$ cat config.mk
export PLATFORM = sky130hd
export DESIGN_NAME = quad_decoder
export DESIGN_NICKNAME = d
export VERILOG_FILES = /design/src/rtl/qdec_pkg.sv /design/src/rtl/qdec_sync.sv /design/src/rtl/qdec_tick.sv /design/src/rtl/qdec_filter.sv /design/src/rtl/qdec_step.sv /design/src/rtl/qdec_index.sv /design/src/rtl/quad_decoder.sv
export SDC_FILE = /design/constraint.sdc
export NUM_CORES = 1
export LEC_CHECK = 0
export BUFFER_PORTS_ARGS = -buffer_cell sky130_fd_sc_hd__buf_2
export CORE_MARGIN = 2
export CORE_UTILIZATION = 40
export DETAILED_ROUTE_END_ITERATION = 10
export PLACE_DENSITY = 0.69
export SYNTH_ARGS = -nofsm -noshare
export SYNTH_HDL_FRONTEND = slang
export SYNTH_SLANG_ARGS = --single-unit
$ cat constraint.sdc
create_clock -name clk_i -period 2.58 [get_ports clk_i]
set_input_delay 0.129 -clock clk_i [delete_from_list [all_inputs] [get_ports clk_i]]
set_output_delay 0.129 -clock clk_i [all_outputs]
set_load 0.02 [all_outputs]
$ cat src/rtl/qdec_pkg.sv
package qdec_pkg;
  typedef enum logic [1:0] {
    QM_STEPDIR = 2'b00,
    QM_X1      = 2'b01,
    QM_X2      = 2'b10,
    QM_X4      = 2'b11
  } qmode_e;

  typedef struct packed {
    logic up;
    logic dn;
  } step_t;
endpackage

$ cat src/rtl/qdec_sync.sv
module qdec_sync #(
  parameter int            W       = 3,
  parameter int            STAGES  = 2,
  parameter logic [W-1:0]  RST_VAL = '0
) (
  input  logic         clk_i,
  input  logic         rst_ni,
  input  logic [W-1:0] d_i,
  output logic [W-1:0] q_o,
  output logic [W-1:0] q_d_o
);
  // one extra stage gives the delayed copy used for edge detection
  logic [STAGES:0][W-1:0] st_q;

  always_ff @(posedge clk_i or negedge rst_ni) begin
    if (!rst_ni) st_q <= {(STAGES+1){RST_VAL}};
    else         st_q <= {st_q[STAGES-1:0], d_i};
  end

  assign q_o   = st_q[STAGES-1];
  assign q_d_o = st_q[STAGES];
endmodule

$ cat src/rtl/qdec_tick.sv
module qdec_tick (
  input  logic clk_i,
  input  logic rst_ni,
  input  logic div2_i,
  output logic tick_o
);
  logic tog_q;

  always_ff @(posedge clk_i or negedge rst_ni) begin
    if (!rst_ni) tog_q <= 1'b0;
    else         tog_q <= ~tog_q;
  end

  assign tick_o = ~div2_i | tog_q;
endmodule

$ cat src/rtl/qdec_filter.sv
module qdec_filter #(
  parameter int   STABLE  = 3,
  parameter logic RST_VAL = 1'b0
) (
  input  logic clk_i,
  input  logic rst_ni,
  input  logic tick_i,
  input  logic d_i,
  output logic q_o
);
  localparam int            CW   = (STABLE > 1) ? $clog2(STABLE) : 1;
  localparam logic [CW-1:0] LAST = CW'(STABLE - 1);

  logic [CW-1:0] cnt_q;

  always_ff @(posedge clk_i or negedge rst_ni) begin
    if (!rst_ni) begin
      q_o   <= RST_VAL;
      cnt_q <= '0;
    end else if (tick_i) begin
      if (d_i != q_o) begin
        if (cnt_q == LAST) begin
          q_o   <= d_i;
          cnt_q <= '0;
        end else begin
          cnt_q <= cnt_q + 1'b1;
        end
      end else begin
        cnt_q <= '0;
      end
    end
  end
endmodule

$ cat src/rtl/qdec_step.sv
module qdec_step
  import qdec_pkg::*;
(
  input  logic   clk_i,
  input  logic   rst_ni,
  input  qmode_e mode_i,
  input  logic   fa_i,
  input  logic   fb_i,
  input  logic   sa_i,
  input  logic   sa_d_i,
  input  logic   sb_i,
  output logic   up_o,
  output logic   dn_o,
  output logic   dir_o
);
  logic  pa_q, pb_q;
  logic  da, db;
  step_t nxt;

  assign da = fa_i ^ pa_q;
  assign db = fb_i ^ pb_q;

  always_comb begin
    nxt = '0;
    if (mode_i == QM_STEPDIR) begin
      if (sa_i & ~sa_d_i) begin
        nxt.up = sb_i;
        nxt.dn = ~sb_i;
      end
    end else if (da & ~db) begin
      // A edge: up when A and B now differ
      if (mode_i != QM_X1 || fa_i) begin
        nxt.up = fa_i ^ fb_i;
        nxt.dn = ~(fa_i ^ fb_i);
      end
    end else if (db & ~da & (mode_i == QM_X4)) begin
      nxt.up = ~(fa_i ^ fb_i);
      nxt.dn = fa_i ^ fb_i;
    end
  end

  always_ff @(posedge clk_i or negedge rst_ni) begin
    if (!rst_ni) begin
      pa_q  <= 1'b0;
      pb_q  <= 1'b0;
      up_o  <= 1'b0;
      dn_o  <= 1'b0;
      dir_o <= 1'b1;
    end else begin
      pa_q <= fa_i;
      pb_q <= fb_i;
      up_o <= nxt.up;
      dn_o <= nxt.dn;
      if (nxt.up)      dir_o <= 1'b1;
      else if (nxt.dn) dir_o <= 1'b0;
    end
  end
endmodule

$ cat src/rtl/qdec_index.sv
module qdec_index (
  input  logic clk_i,
  input  logic rst_ni,
  input  logic sync_en_i,
  input  logic fi_i,
  input  logic fa_i,
  input  logic fb_i,
  input  logic si_i,
  input  logic si_d_i,
  output logic idx_o
);
  logic armed_q;
  logic fire;

  assign fire = sync_en_i ? (armed_q & ~fi_i & ~(fa_i ^ fb_i))
                          : (~si_i & si_d_i);

  always_ff @(posedge clk_i or negedge rst_ni) begin
    if (!rst_ni) begin
      armed_q <= 1'b1;
      idx_o   <= 1'b0;
    end else begin
      idx_o <= fire;
      if (fi_i)                  armed_q <= 1'b1;
      else if (sync_en_i & fire) armed_q <= 1'b0;
    end
  end
endmodule

$ cat src/rtl/quad_decoder.sv
module quad_decoder
  import qdec_pkg::*;
#(
  parameter int STABLE_CNT  = 3,
  parameter int SYNC_STAGES = 2
) (
  input  logic       clk_i,
  input  logic       rst_ni,
  input  logic       a_i,
  input  logic       b_i,
  input  logic       idx_ni,
  input  logic [1:0] mode_i,
  input  logic       div2_i,
  input  logic       sync_idx_i,
  output logic       up_o,
  output logic       dn_o,
  output logic       dir_o,
  output logic       idx_o
);
  localparam int           NCH     = 3;
  localparam logic [NCH-1:0] RST_RAW = 3'b100;

  qmode_e         mode;
  logic [NCH-1:0] raw, syn, syn_d, filt;
  logic           tick;

  assign mode = qmode_e'(mode_i);
  assign raw  = {idx_ni, b_i, a_i};

  qdec_sync #(.W(NCH), .STAGES(SYNC_STAGES), .RST_VAL(RST_RAW)) u_sync (
    .clk_i, .rst_ni, .d_i(raw), .q_o(syn), .q_d_o(syn_d)
  );

  qdec_tick u_tick (.clk_i, .rst_ni, .div2_i, .tick_o(tick));

  for (genvar g = 0; g < NCH; g++) begin : g_filt
    qdec_filter #(.STABLE(STABLE_CNT), .RST_VAL(RST_RAW[g])) u_filt (
      .clk_i, .rst_ni, .tick_i(tick), .d_i(syn[g]), .q_o(filt[g])
    );
  end

  qdec_step u_step (
    .clk_i, .rst_ni, .mode_i(mode),
    .fa_i(filt[0]), .fb_i(filt[1]),
    .sa_i(syn[0]), .sa_d_i(syn_d[0]), .sb_i(syn[1]),
    .up_o, .dn_o, .dir_o
  );

  qdec_index u_index (
    .clk_i, .rst_ni,
    .sync_en_i(sync_idx_i & (mode != QM_STEPDIR)),
    .fi_i(filt[2]), .fa_i(filt[0]), .fb_i(filt[1]),
    .si_i(syn[2]), .si_d_i(syn_d[2]),
    .idx_o
  );
endmodule

==> results.md <==
- In this run the standard cell core region covers 0.00248 sq mm.
- The via count of the routed design is 641.
- The clock-pin slew on the worst setup and hold paths is 0.13 ns.
- Of the total power, combinational logic draws 0.315.
- Tracing the worst setup path back leads to its startpoint at u_tick.tog_q.
- The initial antenna violation count came to 0.
- In the layout the commonest cells are sky130_fd_sc_hd__dfrtp_1, sky130_fd_sc_hd__buf_2, sky130_fd_sc_hd__nand2_1.
- For this configuration, the core starts out at a cell density of 0.426.
- The setup fix buffers added after clock tree synthesis is 0.
- The worst hold path startpoint is mode_i[1].
- The instance area after placement is 0.00113 sq mm.
- Of the synthesized area, sequential elements account for 0.600.
- The critical path contains buffers and inverters numbering 0 combined.
- At the later pin of the worst-skew pair, clock insertion delay measures 0.31 ns.
- The initialized floorplan defines 18 standard-cell rows.
- The number of global-route vias before repair is 653.
- In the global route stage, met1 resource usage came out at 0.158.
- The final total negative setup slack is 0 ns.
- The average size of a mapped cell is 12.6 sq um.
- The reg-to-reg critical path startpoint is u_tick.tog_q.
- Pin placement for this block handled 13 I/O pins.
- The delay of the slowest critical-path stage is 0.54 ns.
- The flow ran to the end, and the final reports show no timing, DRC or antenna violations.
- Headroom to the max-slew limit came out at 0.542.
- The largest fanout of any net on the critical path is 12.
- Relative to the synthesized area, the layout overhead comes to 13.5%.
- Clock tree synthesis selected as its root buffer the cell sky130_fd_sc_hd__clkbuf_4.
- The kind of critical path is flop to flop.
- The transition time of the tightest slew-check pin is 0.686 ns.
- The detail-routed net length per standard cell is 11.8 um.
- Global routing finished with a remaining overflow of 0.
- After detailed routing, the number of remaining DRC violations is 0.
- During placement, the flow inserted port buffers numbering 12.
- The critical-path cell with the highest stage delay is sky130_fd_sc_hd__nor2b_1.
- In the finished design, the share of the clock period the worst path needs comes to 0.596.
- The critical path goes through nor2b_1 -> nor2_1 -> nand2_1 -> mux2_2.
- After synthesis the cells add up to 0.00105 sq mm.
- The final layout contains routed wiring with a total length of 1550 um.
- The HPWL after detailed placement is 1070 um.
- The number of slew-limit violations in the final report is 0.
- The library cell used most frequently in the layout, excluding fill and tap cells, is sky130_fd_sc_hd__dfrtp_1.
- The arrival time at the worst endpoint is 1.79 ns.
- Setup repair after global routing left no endpoint under its margin.
- Once layout is complete, the utilization of the core stands at 0.483.
- The number of buffers inserted during clock tree synthesis is 3.
- The internal portion of the total power is 0.794 mW.
- Of the total power, the share spent switching nets is 0.340.
- The global routing usage on met3 is 0.0328.
- The part of the power in the clock network is 0.138.
- The number of antenna diodes in the final layout is 0.
- After global routing, the most crowded layer is met2.
- Of the cells placed in the final design, the portion with a size suffix greater than 1 is 0.317.
- The number of violations reported at the end of detailed-routing iteration 0 is 5.
- Routability-driven placement finished with a final weighted congestion of 0.845.
- The clock sink count is 25.
- The maximum clock rate is 0.650 GHz.
- TritonCTS built the clock tree.
- Synthesis produced a netlist whose cell count is 84.
- Across the routed clock network, the largest skew measured is 0.00733 ns.
- The max-cap violation count is 0.
- Summed over all nets, the switching power comes to 0.409 mW.
- Dividing the detail-routed via count by the number of cells gives 4.89.
- The die covers 0.00306 sq mm.
- The met2 layer usage reported by global route is 0.173.
- The worst IR drop on VDD is 0.560 mV.
- The required time of the worst setup path is 2.83 ns.
- In this run the number of H-tree levels came out at 1.
- The type of origin of the critical path is a flop.
- The first detailed-routing pass ran for 4 iterations.
- At the end of the flow, the number of nets in the layout was 111.
- The Yosys step of the flow raised 0 warnings.
- For this run, the total global-route usage over all layers was measured as 0.114.
- Once layout is complete, the cells apart from fillers number 131.
- Broken down by cell family, the worst path's largest delay share belongs to simple AND/OR/NAND/NOR gates.
- The post-synthesis sequential element count is 25.
- The post-route antenna net violation count is 0.
- The first global-routing pass estimated 2820 um of wire.
- The design draws 1.20 mW.
- In this run the horizontal extent of the chip is 55.4 um.
- The critical path endpoint category is a flop.
- The maximum number of buffers from clock root to sink is 2.
- The proportion of power drawn by flip-flops and latches is 0.547.
- The count of cell types in the netlist is 31.
- The total count of hold-check failures in the final report was 0.
- The number of nets in the synthesized netlist is 93.
- The vertical die dimension is 55.4 um.
- Once layout is done, the placed cells without fillers occupy 0.00120 sq mm.
- For the finished layout, the period the worst path requires is 1.54 ns.
- The pin count of the biggest net entering global routing is 26.
- Setup violations remaining at the end of the flow were counted as 0.
- The path category of the worst min-delay check is input pin to flop.
- For this design the ratio of total power to cell area is 1010 mW/mm^2.
- Summed over all cells, the static leakage comes to 0.554 nW.
- Including well taps, the total number of placed cells is 123.
- The quantity of gates resized following cts is 0.
## layout make-up
cell class | count | area [sq um]
tap | 30 | 37.5
inverter | 3 | 11.3
clock buffer | 4 | 26.3
sequential | 25 | 633
fill | 235 | 1280
timing repair buffer | 16 | 100
multi-input combinational | 53 | 389
## cell families after synthesis
family,share of synthesized area
compound gates,0.0985
xor+xnor,0.0332
buf+inv,0.0308
flops,0.600
mux,0.0629
simple gates,0.174
## state kept, by name, summed over array words and instances (netlist names)
register and flops:
u_index.idx_o 1, u_step.dn_o 1, u_step.pa_q 1, u_index.armed_q 1
g_filt.u_filt.cnt_q 6, u_step.dir_o 1, u_step.up_o 1, u_step.pb_q 1
g_filt.u_filt.q_o 3, u_tick.tog_q 1, u_sync.q_d_o 2, u_sync.st_q 3
u_sync.q_o 3
## layer usage
layer  up-vias  routed length [um]
met5         -                   0
met2        15                 647
met4         0                  16
li1        325                   -
met1       299                 808
met3         2                  74
## path summary, 6_finish.rpt
path | end | slack [ns] | cells after the start
setup / recovery | g_filt[2].u_filt.q_o | 1.04 | 4
hold / removal | u_step.dir_o | 0.15 | 3
setup reg to reg | g_filt[2].u_filt.q_o | 1.04 | 4
hold reg to reg | u_sync.q_o[2] | 0.37 | 0
max in group asynchronous | u_step.dir_o | 1.89 | 2
min in group asynchronous | g_filt[2].u_filt.cnt_q[1] | 0.32 | 2
## stage by stage
step	worst slack, ns	hold WS [ns]
after floorplan	1.22	-0.167
after global placement	1.12	0.134
after detailed placement	1.05	0.149
after CTS	1.04	0.142
after global routing	0.867	0.148
final	1.04	0.154
## power groups by stage
| stage | clock network, mW | logic [mW] | registers [mW] |
|---|---|---|---|
| after floorplan | 0 | 0.325 | 0.646 |
| after global placement | 0 | 0.374 | 0.658 |
| after detailed placement | 0 | 0.379 | 0.666 |
| after CTS | 0.177 | 0.385 | 0.658 |
| after global routing | 0.196 | 0.423 | 0.682 |
| final | 0.166 | 0.379 | 0.659 |
## Yosys cell counts, drive strengths merged
cell     instances  area share
a21boi           1      0.0071
a21oi            1      0.0047
a22o             2       0.017
a31oi            1      0.0059
and3b            1      0.0095
buf              3       0.020
dfrtp           19        0.45
dfstp            6        0.15
inv              3       0.011
mux2             5       0.053
mux2i            1      0.0095
nand2            9       0.032
nand2b           2       0.019
nand3            2      0.0095
nand3b           2       0.014
nand4            2       0.012
nor2             4       0.014
nor2b            2       0.012
nor3             2      0.0095
nor3b            3       0.021
o211ai           1       0.012
o21ai            3       0.014
o2bb2ai          1       0.014
o32ai            1       0.015
o41ai            1      0.0083
or3b             1      0.0083
or4b             1       0.013
xnor2            2       0.017
xor2             2       0.017
## timing repair
item                       CTS  global route
setup endpoints to repair    0             0
hold endpoints to repair    22             0
hold buffers                 4             0
## worst register-to-register path: cells and delay by family (launching register included)
kind / cells / cell delay (ns)
AND/OR/NAND/NOR: 3 / 0.75
multiplexers: 1 / 0.32
flip-flops: 1 / 0.40
Note: power is estimated with default switching activity, not from simulation.
